### config.mk
export PLATFORM = sky130hd
export DESIGN_NAME = msaa_pos_gen
export DESIGN_NICKNAME = d
export VERILOG_FILES = /design/src/rtl/msaa_pkg.sv /design/src/rtl/msaa_cfg.sv /design/src/rtl/msaa_lfsr.sv /design/src/rtl/msaa_seq.sv /design/src/rtl/msaa_pos_gen.sv
export SDC_FILE = /design/constraint.sdc
export NUM_CORES = 2
export LEC_CHECK = 0
export BUFFER_PORTS_ARGS = -buffer_cell sky130_fd_sc_hd__buf_2
export CAP_MARGIN = 10
export CORE_ASPECT_RATIO = 0.75
export CORE_MARGIN = 2
export CORE_UTILIZATION = 35
export CTS_CLUSTER_DIAMETER = 120
export DETAILED_ROUTE_END_ITERATION = 12
export GPL_ROUTABILITY_DRIVEN = 0
export HOLD_SLACK_MARGIN = 0.15
export SETUP_SLACK_MARGIN = 0.3
export SYNTH_ARGS = -nofsm -noshare
export SYNTH_HDL_FRONTEND = slang
export SYNTH_SLANG_ARGS = --single-unit
### constraint.sdc
create_clock -name clk -period 5 [get_ports clk]
set_clock_uncertainty 0.15 [all_clocks]
set_input_delay 1.5 -clock clk [delete_from_list [all_inputs] [get_ports clk]]
set_output_delay 1.5 -clock clk [all_outputs]
set_load 0.05 [all_outputs]
### src/rtl/msaa_pkg.sv
package msaa_pkg;
  localparam int GRID_W    = 4;
  localparam int MAX_SPP   = 8;
  localparam int IDX_W     = $clog2(MAX_SPP);
  localparam int NUM_PAT   = 16;
  localparam int PAT_W     = $clog2(NUM_PAT);
  localparam int MAP_DEPTH = NUM_PAT * MAX_SPP;
  localparam int CFG_AW    = $clog2(MAP_DEPTH) + 1;
  localparam int LFSR_W    = 16;
  localparam int CNT_W     = 4;

  typedef enum logic [1:0] {
    MODE_PROG  = 2'd0,
    MODE_MAP   = 2'd1,
    MODE_STOCH = 2'd2,
    MODE_RSVD  = 2'd3
  } smode_e;

  typedef struct packed {
    logic [GRID_W-1:0] y;
    logic [GRID_W-1:0] x;
  } spos_t;

  // Fibonacci step, taps 16,14,13,11
  function automatic logic [LFSR_W-1:0] lfsr_next(input logic [LFSR_W-1:0] s);
    return {s[LFSR_W-2:0], s[15] ^ s[13] ^ s[12] ^ s[10]};
  endfunction

  // samples per pixel: field+1, clamped to MAX_SPP
  function automatic logic [IDX_W:0] eff_count(input logic [CNT_W-1:0] field);
    if (field >= CNT_W'(MAX_SPP - 1)) return (IDX_W+1)'(MAX_SPP);
    return (IDX_W+1)'({1'b0, field} + 5'd1);
  endfunction

  function automatic logic [PAT_W-1:0] pattern_of(input logic [1:0] px, input logic [1:0] py);
    return {py, px};
  endfunction
endpackage

### src/rtl/msaa_cfg.sv
module msaa_cfg import msaa_pkg::*; #(
  parameter logic [LFSR_W-1:0] SEED_RESET = 16'hACE1
) (
  input  logic                     clk,
  input  logic                     rst_n,
  input  logic                     we,
  input  logic [CFG_AW-1:0]        addr,
  input  logic [LFSR_W-1:0]        wdata,
  input  logic [PAT_W-1:0]         pat_sel,
  input  logic                     take,
  output spos_t [MAX_SPP-1:0]      tbl_row,
  output spos_t [MAX_SPP-1:0]      map_row,
  output smode_e                   mode,
  output logic [CNT_W-1:0]         cnt,
  output logic [LFSR_W-1:0]        seed,
  output logic                     seed_pend
);
  localparam logic [CFG_AW-1:0] ADDR_CTRL = CFG_AW'(16);
  localparam logic [CFG_AW-1:0] ADDR_SEED = CFG_AW'(17);

  spos_t             prog_q [MAX_SPP];
  spos_t             map_q  [MAP_DEPTH];
  smode_e            mode_q;
  logic [CNT_W-1:0]  cnt_q;
  logic [LFSR_W-1:0] seed_q;
  logic              pend_q;

  logic sel_map, sel_tbl, sel_ctrl, sel_seed;
  assign sel_map  = we && addr[CFG_AW-1];
  assign sel_tbl  = we && (addr[CFG_AW-1:IDX_W] == '0);
  assign sel_ctrl = we && (addr == ADDR_CTRL);
  assign sel_seed = we && (addr == ADDR_SEED);

  always_ff @(posedge clk) begin
    if (!rst_n) begin
      for (int i = 0; i < MAX_SPP; i++) prog_q[i] <= '0;
      for (int i = 0; i < MAP_DEPTH; i++) map_q[i] <= '0;
      mode_q <= MODE_PROG;
      cnt_q  <= '0;
      seed_q <= SEED_RESET;
      pend_q <= 1'b0;
    end else begin
      if (sel_map) map_q[addr[CFG_AW-2:0]] <= spos_t'(wdata[7:0]);
      if (sel_tbl) prog_q[addr[IDX_W-1:0]] <= spos_t'(wdata[7:0]);
      if (sel_ctrl) begin
        mode_q <= smode_e'(wdata[1:0]);
        cnt_q  <= wdata[7:4];
      end
      if (sel_seed) begin
        seed_q <= (wdata == '0) ? SEED_RESET : wdata;
        pend_q <= 1'b1;
      end else if (take) begin
        pend_q <= 1'b0;
      end
    end
  end

  for (genvar g = 0; g < MAX_SPP; g++) begin : g_rows
    assign tbl_row[g] = prog_q[g];
    assign map_row[g] = map_q[{pat_sel, IDX_W'(g)}];
  end

  assign mode      = mode_q;
  assign cnt       = cnt_q;
  assign seed      = seed_q;
  assign seed_pend = pend_q;

  // a consumed seed is no longer pending
  assert_seed_consumed_R6: assert property (@(posedge clk) disable iff (!rst_n)
    take && !sel_seed |=> !seed_pend);
  // the stored seed is never zero
  assert_seed_nonzero_R6: assert property (@(posedge clk) disable iff (!rst_n)
    seed != '0);
endmodule

### src/rtl/msaa_lfsr.sv
module msaa_lfsr import msaa_pkg::*; #(
  parameter logic [LFSR_W-1:0] SEED_RESET = 16'hACE1
) (
  input  logic              clk,
  input  logic              rst_n,
  input  logic              load,
  input  logic [LFSR_W-1:0] seed,
  input  logic              step,
  output spos_t             pos
);
  logic [LFSR_W-1:0] state_q;

  always_ff @(posedge clk) begin
    if (!rst_n)    state_q <= SEED_RESET;
    else if (load) state_q <= seed;
    else if (step) state_q <= lfsr_next(state_q);
  end

  assign pos = spos_t'(state_q[7:0]);

  // the maximal-length register never locks up at zero
  assert_lfsr_nonzero_R5: assert property (@(posedge clk) disable iff (!rst_n)
    state_q != '0);
  // no movement without a step or a load
  assert_lfsr_hold_R7: assert property (@(posedge clk) disable iff (!rst_n)
    !load && !step |=> $stable(state_q));
endmodule

### src/rtl/msaa_seq.sv
module msaa_seq import msaa_pkg::*; (
  input  logic                clk,
  input  logic                rst_n,
  input  logic                pix_start,
  input  smode_e              cfg_mode,
  input  logic [CNT_W-1:0]    cfg_cnt,
  input  spos_t [MAX_SPP-1:0] row_src,
  input  spos_t               rand_pos,
  input  logic                out_ready,
  output logic                take,
  output logic                step,
  output logic                busy,
  output logic                out_valid,
  output spos_t               out_pos,
  output logic                out_last
);
  logic                active_q;
  logic [IDX_W-1:0]    idx_q;
  logic [IDX_W:0]      n_q;
  smode_e              mode_q;
  spos_t [MAX_SPP-1:0] row_q;

  logic fire, at_end, fire_last;
  assign take      = pix_start && !active_q;
  assign fire      = active_q && out_ready;
  assign at_end    = ({1'b0, idx_q} == n_q - (IDX_W+1)'(1));
  assign fire_last = fire && at_end;
  assign step      = fire && (mode_q == MODE_STOCH);

  always_ff @(posedge clk) begin
    if (!rst_n) begin
      active_q <= 1'b0;
      idx_q    <= '0;
      n_q      <= (IDX_W+1)'(1);
      mode_q   <= MODE_PROG;
      row_q    <= '0;
    end else if (take) begin
      active_q <= 1'b1;
      idx_q    <= '0;
      n_q      <= eff_count(cfg_cnt);
      mode_q   <= cfg_mode;
      row_q    <= row_src;
    end else if (fire) begin
      if (at_end) active_q <= 1'b0;
      else        idx_q    <= idx_q + 1'b1;
    end
  end

  assign busy      = active_q;
  assign out_valid = active_q;
  assign out_pos   = (mode_q == MODE_STOCH) ? rand_pos : row_q[idx_q];
  assign out_last  = active_q && at_end;

  assert_hold_R7: assert property (@(posedge clk) disable iff (!rst_n)
    out_valid && !out_ready |=> out_valid && $stable(out_pos) && $stable(out_last));
  assert_index_range_R2: assert property (@(posedge clk) disable iff (!rst_n)
    active_q |-> (n_q >= 1) && (n_q <= MAX_SPP) && ({1'b0, idx_q} < n_q));
  assert_end_drops_valid_R2: assert property (@(posedge clk) disable iff (!rst_n)
    fire_last |=> !out_valid);
  assert_take_first_R8: assert property (@(posedge clk) disable iff (!rst_n)
    take |=> out_valid && (idx_q == '0));
  assert_snapshot_frozen_R9: assert property (@(posedge clk) disable iff (!rst_n)
    active_q && !fire_last |=> $stable(mode_q) && $stable(n_q) && $stable(row_q));
endmodule

### src/rtl/msaa_pos_gen.sv
module msaa_pos_gen import msaa_pkg::*; #(
  parameter logic [LFSR_W-1:0] SEED_RESET = 16'hACE1
) (
  input  logic              clk,
  input  logic              rst_n,
  input  logic              cfg_we,
  input  logic [CFG_AW-1:0] cfg_addr,
  input  logic [LFSR_W-1:0] cfg_wdata,
  input  logic              pix_start,
  input  logic [1:0]        pix_x_lo,
  input  logic [1:0]        pix_y_lo,
  output logic              pix_busy,
  output logic              out_valid,
  input  logic              out_ready,
  output logic [GRID_W-1:0] out_x,
  output logic [GRID_W-1:0] out_y,
  output logic              out_last
);
  spos_t [MAX_SPP-1:0] tbl_row, map_row, row_src;
  smode_e              cfg_mode;
  logic [CNT_W-1:0]    cfg_cnt;
  logic [LFSR_W-1:0]   seed;
  logic                seed_pend, take, step;
  spos_t               rand_pos, out_pos;

  msaa_cfg #(.SEED_RESET(SEED_RESET)) u_cfg (
    .clk(clk), .rst_n(rst_n), .we(cfg_we), .addr(cfg_addr), .wdata(cfg_wdata),
    .pat_sel(pattern_of(pix_x_lo, pix_y_lo)), .take(take),
    .tbl_row(tbl_row), .map_row(map_row), .mode(cfg_mode), .cnt(cfg_cnt),
    .seed(seed), .seed_pend(seed_pend)
  );

  msaa_lfsr #(.SEED_RESET(SEED_RESET)) u_lfsr (
    .clk(clk), .rst_n(rst_n), .load(take && seed_pend), .seed(seed),
    .step(step), .pos(rand_pos)
  );

  assign row_src = (cfg_mode == MODE_MAP) ? map_row : tbl_row;

  msaa_seq u_seq (
    .clk(clk), .rst_n(rst_n), .pix_start(pix_start), .cfg_mode(cfg_mode),
    .cfg_cnt(cfg_cnt), .row_src(row_src), .rand_pos(rand_pos),
    .out_ready(out_ready), .take(take), .step(step), .busy(pix_busy),
    .out_valid(out_valid), .out_pos(out_pos), .out_last(out_last)
  );

  assign out_x = out_pos.x;
  assign out_y = out_pos.y;
endmodule

# ---- Word-level counts from Yosys, hierarchy flattened
# Memories as Yosys holds them, arrays and structs flattened.
# Cells that the tools add are included.
dict set report op_classes {
  n_lt_le_gt_ge 2
  addsub 3
  eq_ne 5
  n_reduce_logical 21
  muxes 30
  n_bitwise 5
}
# cell n
set op_table {}
lappend op_table {{two-way mux 64 bit} 1}
lappend op_table {{two-way mux 16 bit} 3}
lappend op_table {{two-way mux 8 bit} 4}
lappend op_table {{binary-select mux 8 bit (select 3 bit)} 1}
lappend op_table {{two-way mux 1 bit} 17}
lappend op_table {{equality test 8 x 5 -> 1 bit (second input constant)} 2}
lappend op_table {{zero test 16 bit} 1}
lappend op_table {{OR reduction 8 bit} 2}
lappend op_table {{logical AND 1 bit} 9}
lappend op_table {{two-way mux 4 bit} 2}
lappend op_table {{nonzero test 2 bit} 4}
lappend op_table {{two-way mux 7 bit} 1}
lappend op_table {{zero test 5 bit} 1}
lappend op_table {{adder 4 x 1 -> 4 bit (second input constant)} 1}
lappend op_table {{equality test 3 x 4 -> 1 bit} 1}
lappend op_table {{>= comparator 4 x 3 -> 1 bit (second input constant)} 1}
lappend op_table {{< comparator 3 x 4 -> 1 bit (second input constant)} 1}
lappend op_table {{AND reduction 2 bit} 2}
lappend op_table {{subtractor 4 x 1 -> 4 bit (second input constant)} 1}
lappend op_table {{adder 3 x 1 -> 3 bit (second input constant)} 1}
lappend op_table {{two-way mux 3 bit} 1}
lappend op_table {{bitwise XOR 1 bit} 3}
lappend op_table {{equality test 2 x 1 -> 1 bit (second input constant)} 1}
lappend op_table {{equality test 2 bit (second input constant)} 1}
lappend op_table {{other kinds (3)} 4}
dict set report totals {
  regBits 113
  ramBits 1088
  input_bits 33
  n_memories 2
}
# name words word_bits read_ports rd_clocked_by_memory_dff write_ports line_no
set mem_list {}
lappend mem_list {u_cfg.map_q 128 8 8 0 128 msaa_cfg.sv:22} ;# spos_t map_q [MAP_DEPTH];
lappend mem_list {u_cfg.prog_q 8 8 8 0 8 msaa_cfg.sv:21} ;# spos_t prog_q [MAX_SPP];

# ---- Logic depth before layout (Yosys ltp)
dict set report logic_depth {
  ltp_word 7
  depth_mapped 8
  mapped_depth_nobuf 6
}

# ---- Modules after synthesis
# A second synthesis with hierarchy kept.
dict set report unflattened {
  hier_cells 4024
  hier_area_um2 56870.8
}
# mod seq_area_each_um2 area_each_um2 n_inst cells_each
set by_module_without_submodules {}
lappend by_module_without_submodules {msaa_cfg 33131.8 51383.0 1 3468}
lappend by_module_without_submodules {msaa_seq 1481.4 3508.4 1 395}
lappend by_module_without_submodules {msaa_pos_gen 0.0 1106.1 1 73}
lappend by_module_without_submodules {msaa_lfsr 320.3 873.3 1 88}

# ---- Worst setup path before layout
# Ideal clock, no wire load.
dict set report synth_path {
  path_kind {input -> register}
  from {input cfg_addr[3]}
  to {memory u_cfg.prog_q[5][0] (netlist name) (enable)}
  n_path_buf 3
  arrival_ps 3554
  cell_stages 6
  setup_ps 384
  path_slack_ps 912
  path_cell_list {buf_2 -> or4_4 -> buf_6 -> or4b_4 -> buf_6 -> o21ai_0}
}
# element line_no
set synth_rtl {}
lappend synth_rtl {{start, declared} msaa_pos_gen.sv:7} ;# input logic [CFG_AW-1:0] cfg_addr,
lappend synth_rtl {{end, declared} msaa_cfg.sv:21}

# ---- Worst setup path in the final report
dict set report layout_path {
  from {register u_seq.idx_q[0]}
  to {output out_y[1]}
}
dict set report layout_via {
  elab_chain_cells 3
}
# element line_no
set layout_rtl {}
lappend layout_rtl {{start, declared} msaa_seq.sv:18} ;# logic [IDX_W-1:0] idx_q;
lappend layout_rtl {{start signal, assigned} msaa_seq.sv:45} ;# else idx_q <= idx_q + 1'b1;
lappend layout_rtl {{binary-select mux 8 bit (select 3 bit)} msaa_seq.sv:51} ;# assign out_pos = (mode_q == MODE_STOCH) ? rand_pos : row_q[idx_q];
lappend layout_rtl {{two-way mux 8 bit (not written as such)} msaa_seq.sv:51}
lappend layout_rtl {{two-way mux 8 bit} msaa_seq.sv:51}
lappend layout_rtl {{end, declared} msaa_pos_gen.sv:16} ;# output logic [GRID_W-1:0] out_y,
# No other way between the ends. The select of a mux whose other input is x is not followed.

==> qor.csv <==
metric;value;unit
status;finished, final reports clean;
multiInputGateArea;18100;um2
cts_root_buf;clkbuf_16;
seq_area;34900;um2
clk_latency;760;ps
drive_above_1_share;0.184;
synth_nets;3873;
grt_max_degree;139;
io_buffers;43;
dr.pass1.iters;9;
tightest_slew;1260;ps
required;3350;ps
r2r-end;u_seq.row_q[25]$_SDFFE_PN0P_;
grt_pass1_vias;31500;
numPlacedInstances;5821;
start_util;0.351;
cts_tree;built;
hold_viol_final;0;
synth_compound_area_frac;0.0494;
cts_setup_buffers;0;
avgSynthCellArea;14.2;um2
whs;313;ps
rrSetupSlack;2280;ps
clkPwrFrac;0.397;
cts.path.max_buffers;3;
cap_violations;0;
syn_inst;3837;
power_switching;5.19;mW
antenna_found_initial;9;
wl_per_cell;26.9;um
cts-buffers-inserted;113;
grt_pass1_wl;233;mm
design.core.area;155000;um2
final_area;61600;um2
setup-tns-final;0;ps
synthSimpleGateAreaFrac;0.165;
crit_end;out_y[1];
ys_seq_elements;1201;
powerDensity;356;nW/um2
end_kind;output pin;
period_minus_slack;4590;ps
min_period_over_period;0.919;
rows;125;
dp_slack;731;ps
r2r-start;u_seq.busy$_SDFFE_PN0P_;
grt_use_total;0.202;
ant_nets;0;
p_int;16.7;mW
ir_drop;0.268;mV
cts_resized;1;
startpoint_type;flop;
worstPathArrival;2940;ps
ff2ff_path_depth;5;
synthMuxAreaShare;0.117;
drt_drc_violations_left;0;
critPathKind;flop to output pin;
n_fill_cell;14200;
synth_edf_count;1088;
combinationalPowerShare;0.073;
ios;44;
grt_setup_unrepaired;false;
synth_cell_type_count;56;
p_seq_frac;0.530;
setup_slack;405;ps
post_dp_cell_area;57900;um2
synth_top_family_by_area;simple AND/OR/NAND/NOR gates;
die-width;459;um
wl;163;mm
htree_levels;3;
synthXorXnorAreaFrac;0.00113;
final_core_util;0.398;
cts.clk_slew.worst_paths;60;ps
dp_hpwl;102;mm
layout.nets;3940;
hold_buffers;0;
drv_slew;0;
async_flop_share;0;
switching_share;0.237;
relSlewSlack;0.149;
cp-startpoint;u_seq.idx_q[0]$_SDFFE_PP0P_;
finalPower;21.9;mW
vias;33300;
synth_warnings;0;
syn2layout_area_growth;13.4;%
netlist_area;54300;um2
die_h;345;um
synthAdderAreaFrac;0.000691;
die_area;158000;um2
hold_class;flop to flop;
path_max_fanout;18;
finalSetupViolCount;0;
overflow;0;
fin_cells;6036;
fmax;218;MHz
via_per_inst;5.52;
synth_flop_cell;edfxtp_1;
leakagePower;21.2;nW
drt_iter0_markers;4433;
clock-sinks;1201;
yosysSeqAreaShare;0.643;
-- worst max-delay path, cell delays in order, from the launching register on --
cell     delay (ps)
dfxtp_1         390
buf_6           280
mux4_2          620
mux2i_1         420
o21ai_0         200
buf_2           270
-- metal layers --
metal,global-route usage,up-vias,wire (um)
met3,0.0488,214,17800
met5,0,-,19
met1,0.313,17100,73000
met2,0.281,1684,68000
li1,-,14300,-
met4,0.0461,2,3750
-- cell type report --
cell class | count | share of cell area
antenna | 3 | 0.000122
clock buffer | 161 | 0.0515
clock inverter | 51 | 0.00781
inverter | 6 | 0.000407
multi-input combinational | 2307 | 0.295
sequential | 1201 | 0.567
tap | 2032 | 0.0413
timing repair buffer | 275 | 0.0365
-- sequential cells by signal (all words and copies together), names as in the netlist --
register         cells
u_cfg.cnt            4
u_cfg.map_q       1024
u_cfg.mode           2
u_cfg.prog_q        64
u_cfg.seed          16
u_cfg.seed_pend      1
u_lfsr.state_q      16
u_seq.busy           1
u_seq.idx_q          3
u_seq.mode_q         2
u_seq.n_q            4
u_seq.row_q         64
-- worst min-delay path by stage --
| stage | start | end | slack (ps) | cells past startpoint |
|---|---|---|---|---|
| after detailed placement | u_cfg.seed_pend$_SDFFE_PN0P_ | u_cfg.seed_pend$_SDFFE_PN0P_ | 300 | 2 |
| after CTS | u_cfg.seed_pend$_SDFFE_PN0P_ | u_cfg.seed_pend$_SDFFE_PN0P_ | 310 | 2 |
| after global routing | u_cfg.seed[9]$_SDFFE_PN0P_ | u_cfg.seed[9]$_SDFFE_PN0P_ | 340 | 2 |
| after global placement | u_cfg.seed[4]$_SDFFE_PN0P_ | u_cfg.seed[4]$_SDFFE_PN0P_ | 290 | 2 |
| after floorplan | u_cfg.seed[14]$_SDFFE_PN0P_ | u_cfg.seed[14]$_SDFFE_PN0P_ | 280 | 2 |
| final | u_cfg.seed_pend$_SDFFE_PN0P_ | u_cfg.seed_pend$_SDFFE_PN0P_ | 310 | 2 |
-- placed cells by master, fill, tap and decap left out, types with 17 or more instances in the layout --
cell and count:
clkinv_2 19, a211oi_1 27, buf_4 221, edfxtp_1 1088, a22oi_1 21, dfxtp_1 113, mux2i_1 99, and2_1 1089
a2bb2oi_1 51, nand3_1 78, nand2_1 167, a21boi_0 17, clkbuf_16 116, buf_2 31, mux4_2 216, buf_12 19
o21ai_0 153, mux2_2 39, clkbuf_1 35, o221ai_1 25, nor2_1 141, a222oi_1 61
-- synth_stat cells (51+ instances only) --
master        n  area, um2
nand2_1     169        634
a2bb2oi_1    51        447
mux4_2      216       4860
and2_1     1090       6820
o21ai_0     153        766
nor2_1      143        537
nand3_1      78        390
a222oi_1     61        611
clkbuf_1    271       1020
mux2i_1     103       1030
edfxtp_1   1088      32700
dfxtp_1     113       2260
-- logic make-up after synthesis --
group	after synthesis
flops	1201
compound gates	378
fa+ha+maj	3
simple gates	1561
buf+inv	329
mux	358
xor+xnor	7
-- power by group through the flow --
| stage | sequential (mW) | combinational [mW] | clock (mW) |
|---|---|---|---|
| after floorplan | 11.7 | 0.917 | 0 |
| after global placement | 11.8 | 1.57 | 0 |
| after detailed placement | 11.8 | 1.58 | 0 |
| after CTS | 11.6 | 1.59 | 8.79 |
| after global routing | 11.6 | 1.67 | 9.16 |
| final | 11.6 | 1.60 | 8.70 |
Note: power is estimated with default switching activity, not from simulation.
